### src/rtl/sleep_gate_pkg.sv
package sleep_gate_pkg;

    localparam int NUM_SLEEP  = 2;
    localparam int CTRL_W     = 2 * NUM_SLEEP + 1;
    localparam int SOFT_BASE  = 0;
    localparam int HARD_BASE  = NUM_SLEEP;
    localparam int CLKSEL_BIT = 2 * NUM_SLEEP;

    typedef enum logic {
        LOCK_OPEN = 1'b0,
        LOCK_HELD = 1'b1
    } lock_state_t;

endpackage

### src/rtl/sleep_lane.sv
module sleep_lane
    import sleep_gate_pkg::*;
(
    input  logic clk,
    input  logic rst_n,
    input  logic wr_en,
    input  logic soft_wr,
    input  logic hard_wr,
    output logic soft_q,
    output logic hard_q,
    output logic allowed_q
);

    lock_state_t state_q;
    lock_state_t state_d;

    // next state of the hard lock
    always_comb begin
        state_d = state_q;
        unique case (state_q)
            LOCK_OPEN: if (wr_en && hard_wr) state_d = LOCK_HELD;
            LOCK_HELD: state_d = LOCK_HELD;
            default:   state_d = LOCK_OPEN;
        endcase
    end

    // state register
    always_ff @(posedge clk or negedge rst_n) begin
        if (!rst_n) state_q <= LOCK_OPEN;
        else        state_q <= state_d;
    end

    assign hard_q = (state_q == LOCK_HELD);

    // soft disable and registered permission
    always_ff @(posedge clk or negedge rst_n) begin
        if (!rst_n) begin
            soft_q    <= 1'b0;
            allowed_q <= 1'b1;
        end else begin
            if (wr_en) soft_q <= soft_wr;
            allowed_q <= !(soft_q || hard_q);
        end
    end

endmodule

### src/rtl/clk_src_reg.sv
module clk_src_reg #(
    parameter logic RST_VAL = 1'b0
) (
    input  logic clk,
    input  logic rst_n,
    input  logic wr_en,
    input  logic sel_wr,
    output logic sel_q
);

    always_ff @(posedge clk or negedge rst_n) begin
        if (!rst_n)     sel_q <= RST_VAL;
        else if (wr_en) sel_q <= sel_wr;
    end

endmodule

### src/rtl/sleep_gate.sv
module sleep_gate
    import sleep_gate_pkg::*;
#(
    parameter logic CLKSEL_RST = 1'b0
) (
    input  logic              clk,
    input  logic              rst_n,
    input  logic              wr_en,
    input  logic [CTRL_W-1:0] wr_data,
    output logic [CTRL_W-1:0] ctrl_rdata,
    output logic              stop_allowed,
    output logic              wait_allowed,
    output logic              clk_sel_pll
);

    logic [NUM_SLEEP-1:0] soft_bits;
    logic [NUM_SLEEP-1:0] hard_bits;
    logic [NUM_SLEEP-1:0] allow_bits;

    // lane 0 = STOP, lane 1 = WAIT
    for (genvar g = 0; g < NUM_SLEEP; g++) begin : g_lane
        sleep_lane u_lane (
            .clk       (clk),
            .rst_n     (rst_n),
            .wr_en     (wr_en),
            .soft_wr   (wr_data[SOFT_BASE + g]),
            .hard_wr   (wr_data[HARD_BASE + g]),
            .soft_q    (soft_bits[g]),
            .hard_q    (hard_bits[g]),
            .allowed_q (allow_bits[g])
        );
    end

    clk_src_reg #(.RST_VAL(CLKSEL_RST)) u_clksel (
        .clk    (clk),
        .rst_n  (rst_n),
        .wr_en  (wr_en),
        .sel_wr (wr_data[CLKSEL_BIT]),
        .sel_q  (clk_sel_pll)
    );

    assign ctrl_rdata   = {clk_sel_pll, hard_bits, soft_bits};
    assign stop_allowed = allow_bits[0];
    assign wait_allowed = allow_bits[1];

endmodule

### config.mk
export PLATFORM = sky130hd
export DESIGN_NAME = sleep_gate
export DESIGN_NICKNAME = d
export VERILOG_FILES = /design/src/rtl/sleep_gate_pkg.sv /design/src/rtl/sleep_lane.sv /design/src/rtl/clk_src_reg.sv /design/src/rtl/sleep_gate.sv
export SDC_FILE = /design/constraint.sdc
export NUM_CORES = 1
export LEC_CHECK = 0
export ABC_AREA = 1
export BUFFER_PORTS_ARGS = -buffer_cell sky130_fd_sc_hd__clkbuf_2
export CAP_MARGIN = 10
export CORE_AREA = 2 2 39 41
export DETAILED_ROUTE_END_ITERATION = 8
export DIE_AREA = 0 0 41 43
export GPL_TIMING_DRIVEN = 0
export PLACE_DENSITY = 0.51
export SLEW_MARGIN = 15
export SYNTH_ARGS = -nofsm -noshare
export SYNTH_HDL_FRONTEND = slang
export SYNTH_SLANG_ARGS = --single-unit
### constraint.sdc
create_clock -name clk -period 1.82 [get_ports clk]
set_clock_uncertainty 0.15 [all_clocks]
set_input_delay 0.182 -clock clk [delete_from_list [all_inputs] [get_ports clk]]
set_output_delay 0.182 -clock clk [all_outputs]
set_load 0.01 [all_outputs]
==> run metrics <==
run status=completed; H-tree lvl count=1; Synth Register Bits=7; Finished Cell Area=between 400 and 500 µm²; fmax=between 800 and 900 MHz; CTS tree=built; pwr dens=762 nW/µm²; layout cells sized above 1=0.473; # port buffers=15; Top delay family on crit path=flip-flops; Worst-Skew Late Latency=approximately 0.25 ns; slowest CP cell=dfrtp_1; HP Class=primary input to flip-flop; CP max stage delay=around 0.4 ns; GP Congestion=~0.65; normalized max-slew margin=0.887; final std cells w/o fill=71; WL final=532 µm; critical path class=flip-flop to primary output; clock sinks=7; Reg2Reg Depth=2; Required @ worst endpoint=around 1.5 ns; drt first pass iters=3; initial DRC count=3; first-pass GRT wire length=slightly above 900 µm; CP Capture Type=primary output; WL/cell=7.49 µm; YS warnings=0; CP Max Fanout=3; largest net degree at the start of global routing=8; core area=1380 µm²; post-CTS setup buffer count=0; GRT overflow=0; register-to-register setup slack=around 1.1 ns; die height=43 µm; via count=between 200 and 300; Final min period=about 1.2 ns; I/O Pins=16; mean post-synth cell area=roughly 9.4 µm²; CP startpoint=g_lane[0].u_lane.soft_q; root buffer cell=clkbuf_4; final setup TNS=0 ns; worst-margin pin slew=around 0.17 ns; Fin. Hold Viols=0; antenna violations before repair=0; fin nets=64; CTS clk-pin slew, worst paths=~0.050 ns; placed cell count=just over 60; final setup vio count=0; TritonCTS Buffers=3; most frequent cells in the layout=15 x clkbuf_2, 13 x nand2_1, 6 x dlygate4sd3_1; Startpoint Class=flip-flop; DRC errors left=0; r2r endpoint=g_lane[0].u_lane.soft_q; Ant. Diodes=0; RSZ-0062 raised after global routing=false; synth-to-layout area growth=64.2%; Rows=14; Die ar.=~1800 µm²; CP Cell Sequence=buf_4, clkbuf_2; Routed Antenna Nets=0; VDD IR max=between 400 and 500 µV; commonest non-fill, non-tap cell in the layout=clkbuf_2; Synth Net Count=38; Buf/Inv on CP=2; Initial Util=0.204; cells after synthesis=30; library cells used by synthesis=7; Worst Setup EP=ctrl_rdata[0]; synthesized area=roughly 280 µm²; Cell Area, Placed=378 µm²; CP Depth=2; post-detail-place hpwl=approximately 400 µm; Die Wd=approximately 41 µm; Final period util=0.672; vias per cell=about 3.5; vias in the first global route=~230; reg2reg start=g_lane[0].u_lane.soft_q; Tot Pwr=between 0.0003 and 0.0004 W; Tot GR Track Use=0.0841; CP Data Arrival Time=roughly 0.9 ns; Static Leak=roughly 0.26 nW; post-synthesis sequential area ratio=0.628; max-slew violations=0; final core utilization=0.335; max cap viols=0; CTS Buffer Depth=2
==> cells in the mapped netlist, drive strengths merged <==
cell type / count / share of area
buf: 5 / 0.13
dfrtp: 5 / 0.44
dfstp: 2 / 0.19
inv: 3 / 0.040
nand2: 13 / 0.17
nor2: 2 / 0.027
==> final cells by class <==
type / instances / area (µm²)
inverter: 3 / 11.3
fill: 155 / 920
clock buffer: 4 / 26.3
sequential: 7 / 178
buffer: 5 / 37.5
multi-input combinational: 15 / 56.3
tap: 16 / 20.0
timing repair buffer: 21 / 135
==> cells by family after synthesis <==
kind of cell / share of synthesized area
and+or+nand+nor: 0.199
buffers and inverters: 0.173
DFF: 0.628
==> report_power, final <==
| part | internal [W] | switching, W | leakage [nW] |
|---|---|---|---|
| registers | 0.000162 | 0.00000466 | 0.0746 |
| logic | 0.0000289 | 0.0000202 | 0.171 |
| clock network | 0.0000835 | 0.0000544 | 0.0150 |
==> state kept, by name (all words and copies together) (netlist names) <==
signal / flops
g_lane.u_lane.soft_q: 2
g_lane.u_lane.hard_q: 2
u_clksel.sel_q: 1
g_lane.u_lane.allowed_q: 2
==> tightest hold or removal path, stage by stage <==
cell	delay, ns
clkbuf_2	0.14
nand2_1	0.07
nand2_1	0.04
==> metrics by stage <==
stage	hold slack, ns	setup slack [ns]
after floorplan	-0.264	0.936
after global placement	-0.127	0.866
after CTS	0.0707	0.585
after global routing	0.0919	0.549
after detailed placement	-0.128	0.862
final	0.0745	0.597
==> worst min-delay path by stage <==
| stage | start | end | depth (start not counted) |
|---|---|---|---|
| final | wr_en | g_lane[0].u_lane.soft_q | 3 |
| after global routing | wr_en | g_lane[1].u_lane.soft_q | 3 |
| after CTS | wr_en | g_lane[0].u_lane.soft_q | 3 |
| after detailed placement | rst_n | g_lane[0].u_lane.soft_q | 1 |
| after global placement | rst_n | g_lane[0].u_lane.soft_q | 1 |
| after floorplan | rst_n | g_lane[0].u_lane.hard_q | 0 |
==> routing by layer <==
| layer | wire [µm] | global-route usage |
|---|---|---|
| met5 | 0 | 0 |
| met4 | 0 | 0.0200 |
| met3 | 76 | 0.0942 |
| met2 | 232 | 0.0938 |
| met1 | 223 | 0.106 |
==> repair_timing <==
item	in CTS	in global routing
resized for setup	0	0
hold endpoints to repair	12	0
hold buffers	6	0
No activity file was read; power rests on OpenSTA's default activity.
